--- config.mk ---
export PLATFORM = sky130hd
export DESIGN_NAME = rate_interleaver
export DESIGN_NICKNAME = d
export VERILOG_FILES = /design/src/rtl/ilv_pkg.sv /design/src/rtl/ilv_phase_ctr.sv /design/src/rtl/ilv_lane_merge.sv /design/src/rtl/ilv_word_reg.sv /design/src/rtl/rate_interleaver.sv
export SDC_FILE = /design/constraint.sdc
export NUM_CORES = 1
export LEC_CHECK = 0
export BUFFER_PORTS_ARGS = -buffer_cell sky130_fd_sc_hd__buf_2
export CORE_ASPECT_RATIO = 1.5
export CORE_UTILIZATION = 50
export CTS_CLUSTER_DIAMETER = 200
export DETAILED_ROUTE_END_ITERATION = 12
export PLACE_DENSITY = 0.82
export SETUP_SLACK_MARGIN = 0.05
export SLEW_MARGIN = 20
export SYNTH_ARGS = -nofsm -noshare
export SYNTH_HDL_FRONTEND = slang
export SYNTH_SLANG_ARGS = --single-unit
--- constraint.sdc ---
create_clock -name clk_i -period 5 [get_ports clk_i]
set_input_delay 0.25 -clock clk_i [delete_from_list [all_inputs] [get_ports clk_i]]
set_output_delay 0.25 -clock clk_i [all_outputs]
set_load 0.05 [all_outputs]
--- src/rtl/ilv_pkg.sv ---
package ilv_pkg;

  typedef enum logic [1:0] {
    MODE_BASE = 2'd0,
    MODE_X2   = 2'd1,
    MODE_X4   = 2'd2,
    MODE_RSVD = 2'd3
  } rate_mode_e;

  // index of the last sample in a word group
  function automatic logic [1:0] last_phase(rate_mode_e m);
    case (m)
      MODE_X2: last_phase = 2'd1;
      MODE_X4: last_phase = 2'd3;
      default: last_phase = 2'd0;
    endcase
  endfunction

endpackage

--- src/rtl/ilv_phase_ctr.sv ---
module ilv_phase_ctr
  import ilv_pkg::*;
(
  input  logic       clk_i,
  input  logic       rst_ni,
  input  rate_mode_e mode_i,
  input  logic       smp_valid_i,
  output logic [1:0] phase_o,
  output logic       word_done_o
);

  rate_mode_e mode_q;
  logic [1:0] phase_q, phase_d, last;
  logic       mode_chg;

  assign mode_chg    = (mode_i != mode_q);
  assign last        = last_phase(mode_i);
  assign phase_o     = mode_chg ? 2'd0 : phase_q;
  assign word_done_o = smp_valid_i && (phase_o == last);

  always_comb begin
    phase_d = phase_o;
    if (smp_valid_i) phase_d = (phase_o == last) ? 2'd0 : phase_o + 2'd1;
  end

  always_ff @(posedge clk_i or negedge rst_ni) begin
    if (!rst_ni) begin
      mode_q  <= MODE_BASE;
      phase_q <= 2'd0;
    end else begin
      mode_q  <= mode_i;
      phase_q <= phase_d;
    end
  end


  mode_chg_restart_chk: assert property (@(posedge clk_i) disable iff (!rst_ni)
    (mode_chg && !smp_valid_i) |=> (phase_q == 2'd0));


  phase_bound_chk: assert property (@(posedge clk_i) disable iff (!rst_ni)
    phase_q <= last_phase(mode_q));

endmodule

--- src/rtl/ilv_lane_merge.sv ---
module ilv_lane_merge
  import ilv_pkg::*;
#(
  parameter int WORD_W = 16
) (
  input  rate_mode_e        mode_i,
  input  logic [1:0]        phase_i,
  input  logic [WORD_W-1:0] smp_i,
  input  logic [WORD_W-1:0] acc_i,
  output logic [WORD_W-1:0] merged_o
);

  localparam int CH_X2 = WORD_W / 2;
  localparam int CH_X4 = WORD_W / 4;

  logic [WORD_W-1:0] m_x2, m_x4;

  // channel-major interleave: bit ch*N+k <- channel ch of sample k
  for (genvar ch = 0; ch < CH_X2; ch++) begin : g_x2_ch
    for (genvar k = 0; k < 2; k++) begin : g_x2_k
      assign m_x2[ch*2+k] = (phase_i == 2'(k)) ? smp_i[ch] : acc_i[ch*2+k];
    end
  end

  for (genvar ch = 0; ch < CH_X4; ch++) begin : g_x4_ch
    for (genvar k = 0; k < 4; k++) begin : g_x4_k
      assign m_x4[ch*4+k] = (phase_i == 2'(k)) ? smp_i[ch] : acc_i[ch*4+k];
    end
  end

  always_comb begin
    case (mode_i)
      MODE_X2: merged_o = m_x2;
      MODE_X4: merged_o = m_x4;
      default: merged_o = smp_i;
    endcase
  end

endmodule

--- src/rtl/ilv_word_reg.sv ---
module ilv_word_reg #(
  parameter int WORD_W = 16
) (
  input  logic              clk_i,
  input  logic              rst_ni,
  input  logic              smp_valid_i,
  input  logic              word_done_i,
  input  logic [WORD_W-1:0] merged_i,
  output logic [WORD_W-1:0] acc_o,
  output logic [WORD_W-1:0] word_o,
  output logic              word_valid_o
);

  always_ff @(posedge clk_i or negedge rst_ni) begin
    if (!rst_ni) begin
      acc_o        <= '0;
      word_o       <= '0;
      word_valid_o <= 1'b0;
    end else begin
      word_valid_o <= word_done_i;
      if (smp_valid_i) acc_o <= merged_i;
      if (word_done_i) word_o <= merged_i;
    end
  end


  idle_no_word_chk: assert property (@(posedge clk_i) disable iff (!rst_ni)
    !smp_valid_i |=> !word_valid_o);


  word_hold_chk: assert property (@(posedge clk_i) disable iff (!rst_ni)
    !word_valid_o |-> $stable(word_o));

endmodule

--- src/rtl/rate_interleaver.sv ---
module rate_interleaver
  import ilv_pkg::*;
#(
  parameter int WORD_W = 16
) (
  input  logic              clk_i,
  input  logic              rst_ni,
  input  logic [1:0]        mode_i,
  input  logic              smp_valid_i,
  input  logic [WORD_W-1:0] smp_i,
  output logic [WORD_W-1:0] word_o,
  output logic              word_valid_o
);

  rate_mode_e        mode;
  logic [1:0]        phase;
  logic              word_done;
  logic [WORD_W-1:0] acc, merged;

  assign mode = rate_mode_e'(mode_i);

  ilv_phase_ctr u_phase (
    .clk_i       (clk_i),
    .rst_ni      (rst_ni),
    .mode_i      (mode),
    .smp_valid_i (smp_valid_i),
    .phase_o     (phase),
    .word_done_o (word_done)
  );

  ilv_lane_merge #(.WORD_W(WORD_W)) u_merge (
    .mode_i   (mode),
    .phase_i  (phase),
    .smp_i    (smp_i),
    .acc_i    (acc),
    .merged_o (merged)
  );

  ilv_word_reg #(.WORD_W(WORD_W)) u_word (
    .clk_i        (clk_i),
    .rst_ni       (rst_ni),
    .smp_valid_i  (smp_valid_i),
    .word_done_i  (word_done),
    .merged_i     (merged),
    .acc_o        (acc),
    .word_o       (word_o),
    .word_valid_o (word_valid_o)
  );


  base_every_smp_chk: assert property (@(posedge clk_i) disable iff (!rst_ni)
    (smp_valid_i && (mode_i == 2'd0 || mode_i == 2'd3)) |=> word_valid_o);


  base_passthru_chk: assert property (@(posedge clk_i) disable iff (!rst_ni)
    (smp_valid_i && mode_i == 2'd0) |=> (word_o == $past(smp_i)));

endmodule

==> impl_results.md, run 1 <==
* Status: finished, final reports clean
* Global-route wire length before repair at roughly 7.8 mm
* Placement Cell Area at ~2400 sq um
* Final setup fails at 0
* Clock Sink Count at 37
* Hold Vio Cnt, Final at 0
* Clock latency on the worst-skew pair at 300 ps
* Element type at the critical path end: register
* Ports at 38
* Post-CTS sizing at 0
* Largest cells by area after synthesis: dfrtp_1 (42%), mux2_2 (26%), ha_1 (3.4%), mux2_4 (3.4%), a221oi_1 (3.2%)
* Crit-path cells: buf_2, inv_1, ha_1, or4_4, a221oi_4, buf_6, mux2_4
* Seq cells post-synth at 37
* Buf/Inv on CP at 3
* Post-route ant nets at 0
* Via count at 1,577
* Max Root-Sink Buffers at 2
* Final cell count without fillers at roughly 270
* Hold_ws at 48.4 ps
* Port bufs at 37
* H-Tree Level Count at 2
* CP delay by family, top: simple AND/OR/NAND/NOR gates
* Total GRT Usage at 21.5%
* Leading area contributor after synthesis: dfrtp_1
* Crit-path max FO at 34
* Fmax achieved at between 0.3 and 0.4 GHz
* DRC at 0
* Count leader, synth: mux2_2
* Layout net count at 249
* Number of enable flip-flop cells after synthesis at 0
* Setup crit start kind: input port
* Synth-to-layout area growth at 14.4%
* Placer Congestion at 0.799
* VDD IR max at 0.000287 V
* Share of synthesized registers carrying an async set or reset at 100%
* Initial antenna violation count at 0
* Syn nets at 216
* Pre-CTS WS at 1720 ps
* Routed WL at 4.41 mm
* Starting density of the core at between 50% and 60%
* Tmin final at 2780 ps
* PwrDens at 448 nW/um^2
* HPWL after detailed placement at 3.09 mm
* Ys Warns at 0
* Die height at 82.9 microns
* Pre-antenna DRT Iters at 5
* Slew HR at 35.5%
* Max-cap violations at 0
* Yosys cell types at 26
* FF+latch area at 926 sq um
* Dpl cells at 260
* Average size of a mapped cell at 11.6 sq um
* Total gr overflow at 0
* CP Data Required Time at 5190 ps
* Drt wl/cell at 16.4 microns
* Worst Setup Slack, final at 2220 ps
* 1st-iter DRT viols at 52
* Leak at 1.17 nW
* CP arrival at 2970 ps
* Clk root buf: clkbuf_8
* Filler cell count in the final layout at 356
* Sequential area share after synthesis at roughly 42%
* Syn Inst Count at 189
* Fin crit share at between 50% and 60%
* Worst-path clk slew at 70 ps
* CTS tree: yes
* Primary FF master, synth: dfrtp_1
* Share of cells above drive strength 1 at 46.2%
* Post-CTS Setup Inserts at 0
* Slew @ Worst Pin at 967 ps
* Row cnt at 29
* Slew Viols, Final at 0
* Hold_buf cts at 0
* Fin area at 2500 sq um
* Floorplan core area at 4210 sq um
* Vias in the first global route at 1,623
* Post-synth top area share at between 40% and 50%
* RSZ-0062 raised after global routing: false
* Chip Width at 56.0 microns
* Setup TNS at 0 ps
* Slowest cell on crit path: or4_4
* Routed vias/inst at 5.86
* Num CTS Buffers at 5
* Die Area at ~4600 sq um
* Hold Crit Class: in -> async
* Largest stage delay on the critical path at 680 ps
* # diodes at 0
* Synth Cell Area at between 2000 and 2500 sq um
* Top post-synthesis cells by count: mux2_2 (51), dfrtp_1 (37), inv_1 (16)
* Clock skew at ~12 ps
* Crit Path Category: in -> reg
* Largest net degree at the start of global routing at 38
* Multi-input gate area at 1140 sq um
-- report_power, final --
| group | internal (mW) | switching (mW) | leakage, nW | total [mW] |
|---|---|---|---|---|
| Clock | 0.163 | 0.107 | 0.0585 | 0.269 |
| Sequential | 0.372 | 0.0400 | 0.452 | 0.412 |
| Combinational | 0.157 | 0.281 | 0.659 | 0.437 |
-- worst paths after layout --
check	start	depth (start not counted)	to	slack [ps]
max	mode_i[0]	7	u_word.word_o[10]$_DFFE_PN0P_	2220
min	rst_ni	1	u_word.word_valid_o$_DFF_PN0_	50
max reg2reg	u_phase.mode_q[0]$_DFF_PN0_	8	u_word.word_o[7]$_DFFE_PN0P_	2270
min reg2reg	u_word.word_o[9]$_DFFE_PN0P_	1	u_word.word_o[9]$_DFFE_PN0P_	510
max in group asynchronous	rst_ni	1	u_phase.mode_q[1]$_DFF_PN0_	4410
min in group clk_i	mode_i[0]	1	u_phase.mode_q[0]$_DFF_PN0_	120
-- cells in the final DEF (no fill, tap or decap), drive strengths merged, types with 2 or more instances in the layout --
master   n
nor2     4
a21oi   12
xor2     3
a221oi   9
o21ai    7
nand3    2
a22oi    6
dfrtp   37
mux2    56
ha       6
nand2    7
inv     16
mux2i    3
xnor2    2
clkbuf   7
buf     38
-- layer usage --
metal | vias to the layer above | track usage [%] | part of all wire, %
met4 | 0 | 8.20 | 1.7
met1 | 777 | 25.5 | 41
met5 | - | 0 | 0
met3 | 6 | 5.30 | 4.7
li1 | 745 | - | -
met2 | 49 | 37.2 | 53
-- state kept, by name, indices dropped and copies added, names as in the netlist --
signal and flops:
u_phase.mode_q 2, u_word.acc_o 16, u_phase.phase_q 2, u_word.word_valid_o 1, u_word.word_o 16
-- final cells by class --
type / count / area share, %
clock inverter: 1 / 1.20
inverter: 16 / 2.40
sequential: 37 / 37.1
timing repair buffer: 38 / 7.87
multi-input combinational: 124 / 45.7
clock buffer: 7 / 3.46
tap: 46 / 2.30
-- worst reg2reg max path: stages (launching register included) --
cell and delay, ps:
dfrtp_1 410, xnor2_1 210, nand3_1 220, inv_1 150
ha_1 520, mux2_2 400, a221oi_1 260, a21oi_1 120
mux2_2 330
-- metrics by stage --
stage	utilization, %	power, mW
CTS	59.1	1.13
global placement	56.3	0.842
finish	59.3	1.12
floorplan	-	0.756
global route	59.3	1.18
detailed placement	56.3	0.857
-- kinds of logic after synthesis --
logic type,Yosys count,share of synthesized area (%)
AO/OA/AOI/OAI,37,12.0
flip-flops,37,42.4
AND/OR/NAND/NOR,17,3.73
XOR/XNOR,5,2.01
buffers and inverters,28,5.33
multiplexers,59,31.1
adder cells (fa/ha/maj),6,3.44
Power figures use the tool's default switching activity.
==> run 2: changes to the inputs <==
- clock period: 5 -> 2.7 ns (I/O delays scaled with it)
==> run 2 against run 1 <==
Critical path depth up 2. Final area up 0.75%. Worst setup slack worse by 2000 ps. Register-to-register slack worse by 2000 ps. Total power up 73%. Sequential cell count unchanged. Clock skew down 8.0 ps. Critical path type is now reg -> reg. Combinational power up 86%. Cell count up 1.1%. Global-route usage down 0.31 points. Clock power up 33%. Die area unchanged. Largest cell class unchanged.
==> impl_results.md, run 2 (synthesis results as in run 1) <==
* Top flop regs: u_word.acc_o: 16 flops, u_word.word_o: 16 flops
* Fin crit share at around 90%
* Net Sw Frac at 40.4%
* Via count at 1,560
* Floorplan core area at 4210 sq um
* Total gr overflow at 0
* Die height at 82.9 microns
* Slew Viols, Final at 0
* Largest stage delay on the critical path at 420 ps
* Largest net degree at the start of global routing at 38
* Synth-to-layout area growth at 15.2%
* CP Data Required Time at 2880 ps
* Crit-path max FO at 9
* Num CTS Buffers at 5
* Slew HR at 46.1%
* H-Tree Level Count at 2
* Clock Sink Count at 37
* Combinational share of power at 42.0%
* Element type at the critical path end: register
* Filler cell count in the final layout at 356
* Ports at 38
* Clk network pwr share at 18.5%
* VDD IR max at a little under 0.0006 V
* Hold Vio Cnt, Final at 0
* CTS tree: yes
* Core Util, Final at 59.8%
* Hold path depth at 1
* Row cnt at 29
* Port bufs at 37
* HPWL after detailed placement at roughly 3 mm
* Post-route ant nets at 0
* CP arrival at between 2000 and 3000 ps
* Setup TNS at 0 ps
* Share of cells above drive strength 1 at roughly half
* Status: finished, final reports clean
* Setup crit start kind: register
* Clock skew at 3.97 ps
* Max Root-Sink Buffers at 2
* Placer Congestion at between 0.8 and 0.9
* Final setup fails at 0
* Clock latency on the worst-skew pair at 290 ps
* # diodes at 0
* Pre-antenna DRT Iters at 4
* Initial antenna violation count at 0
* Slew @ Worst Pin at 809 ps
* Leak at 1.19 nW
* Pre-CTS WS at 222 ps
* Starting density of the core at 51.9%
* Layout net count at 254
* Tmin final at 2440 ps
* Fmax achieved at between 0.4 and 0.5 GHz
* Max-cap violations at 0
* Total GRT Usage at 21.2%
* Clk root buf: clkbuf_8
* Pint at 1.15 mW
* Routed vias/inst at 5.74
* Routed WL at between 4 and 5 mm
* Vias in the first global route at 1,679
* Commonest non-fill, non-tap cells in the layout: mux2_2 (51), buf_2 (37), dfrtp_1 (37)
* Most common cell after layout, fill and taps aside: mux2_2
* Reg2Reg Depth at 9
* Most used cell, CP: mux2_2
* RSZ-0062 raised after global routing: false
* Multi-input gate area at 1170 sq um
* Total Power at 1.94 mW
* Hold Crit Class: in -> reg
* 1st-iter DRT viols at 33
* Die Area at 4640 sq um
* Worst Setup Slack, final at 264 ps
* PwrDens at 769 nW/um^2
* Crit Path Category: reg -> reg
* Slowest cell on crit path: dfrtp_1
* FF+latch area at about 930 sq um
* Drt wl/cell at 15.9 microns
* Crit-path cells: xnor2_2, nand3_2, inv_1, ha_1, buf_4, mux2_2, a221oi_1, a21oi_1, mux2_2
* DRC at 0
* Chip Width at 56.0 microns
* Worst-path clk slew at approximately 70 ps
* Psw at 0.782 mW
* Sequential power share at 39.5%
* Global-route wire length before repair at 7.76 mm
* Post-CTS Setup Inserts at 0
==> run 2: cell types whose count changed in the layout (fill, tap and decap cells not counted), moves of 2 or more <==
| cell | previous run | this run |
|---|---|---|
| buf_4 | 0 | 5 |
| nand3_2 | 0 | 2 |
| xnor2_1 | 2 | 0 |
| nand3_1 | 2 | 0 |
| xnor2_2 | 0 | 2 |
==> run 2: final timing paths <==
kind	slack (ps)	end	from
setup / recovery	260	u_word.acc_o[11]$_DFFE_PN0P_	u_phase.mode_q[0]$_DFF_PN0_
hold / removal	40	u_phase.mode_q[1]$_DFF_PN0_	mode_i[1]
setup reg to reg	260	u_word.acc_o[11]$_DFFE_PN0P_	u_phase.mode_q[0]$_DFF_PN0_
hold reg to reg	500	u_word.word_o[15]$_DFFE_PN0P_	u_word.word_o[15]$_DFFE_PN0P_
max in group asynchronous	1720	u_phase.phase_q[1]$_DFF_PN0_	rst_ni
min in group asynchronous	470	u_word.acc_o[8]$_DFFE_PN0P_	rst_ni
==> run 2: critical path: cells and delay by family, from the launching register on <==
| family | cells | cell delay (ps) |
|---|---|---|
| multiplexers | 2 | 630 |
| buffers and inverters | 2 | 320 |
| adder cells (fa/ha/maj) | 1 | 230 |
| XOR/XNOR | 1 | 200 |
| AND/OR/NAND/NOR | 1 | 160 |
| flip-flops | 1 | 420 |
| AO/OA/AOI/OAI | 2 | 350 |
==> run 2: power by group through the flow <==
stage / clock network (mW) / logic (mW) / registers [mW]
6_report: 0.358 / 0.813 / 0.765
2_1_floorplan: 0 / 0.325 / 1.07
3_3_place_gp: 0 / 0.801 / 0.767
3_5_place_dp: 0 / 0.812 / 0.776
4_1_cts: 0.367 / 0.815 / 0.768
5_1_grt: 0.393 / 0.865 / 0.787
==> run 2: area by class of cell <==
cell class,count,area share [%]
Sequential cell,37,36.8
Timing Repair Buffer,43,9.25
Inverter,16,2.39
Clock inverter,1,0.199
Tap cell,46,2.29
Multi-Input combinational cell,124,46.3
Clock buffer,5,2.73
==> run 2: repair_timing <==
item | in CTS | in global routing
hold buffers | 1 | 0
hold endpoints to repair | 37 | 0
endpoints found under the setup margin | 0 | 2
resized for setup | 0 | 4
==> run 2: per-stage QoR <==
| step | hold WS (ps) | std cells | cell area, sq um |
|---|---|---|---|
| after floorplan | -161 | 189 | 2180 |
| after global placement | 271 | 265 | 2410 |
| after detailed placement | 279 | 265 | 2410 |
| after CTS | 18.6 | 272 | 2490 |
| after global routing | 29.3 | 272 | 2520 |
| final | 36.3 | 272 | 2520 |
==> run 2: per-layer routing <==
metal / vias up / global-route usage (%) / wire length (microns)
li1: 753 / - / -
met1: 761 / 25.5 / 1840
met2: 36 / 35.7 / 2200
met3: 10 / 4.83 / 180
met4: 0 / 9.76 / 101
met5: - / 0 / 0
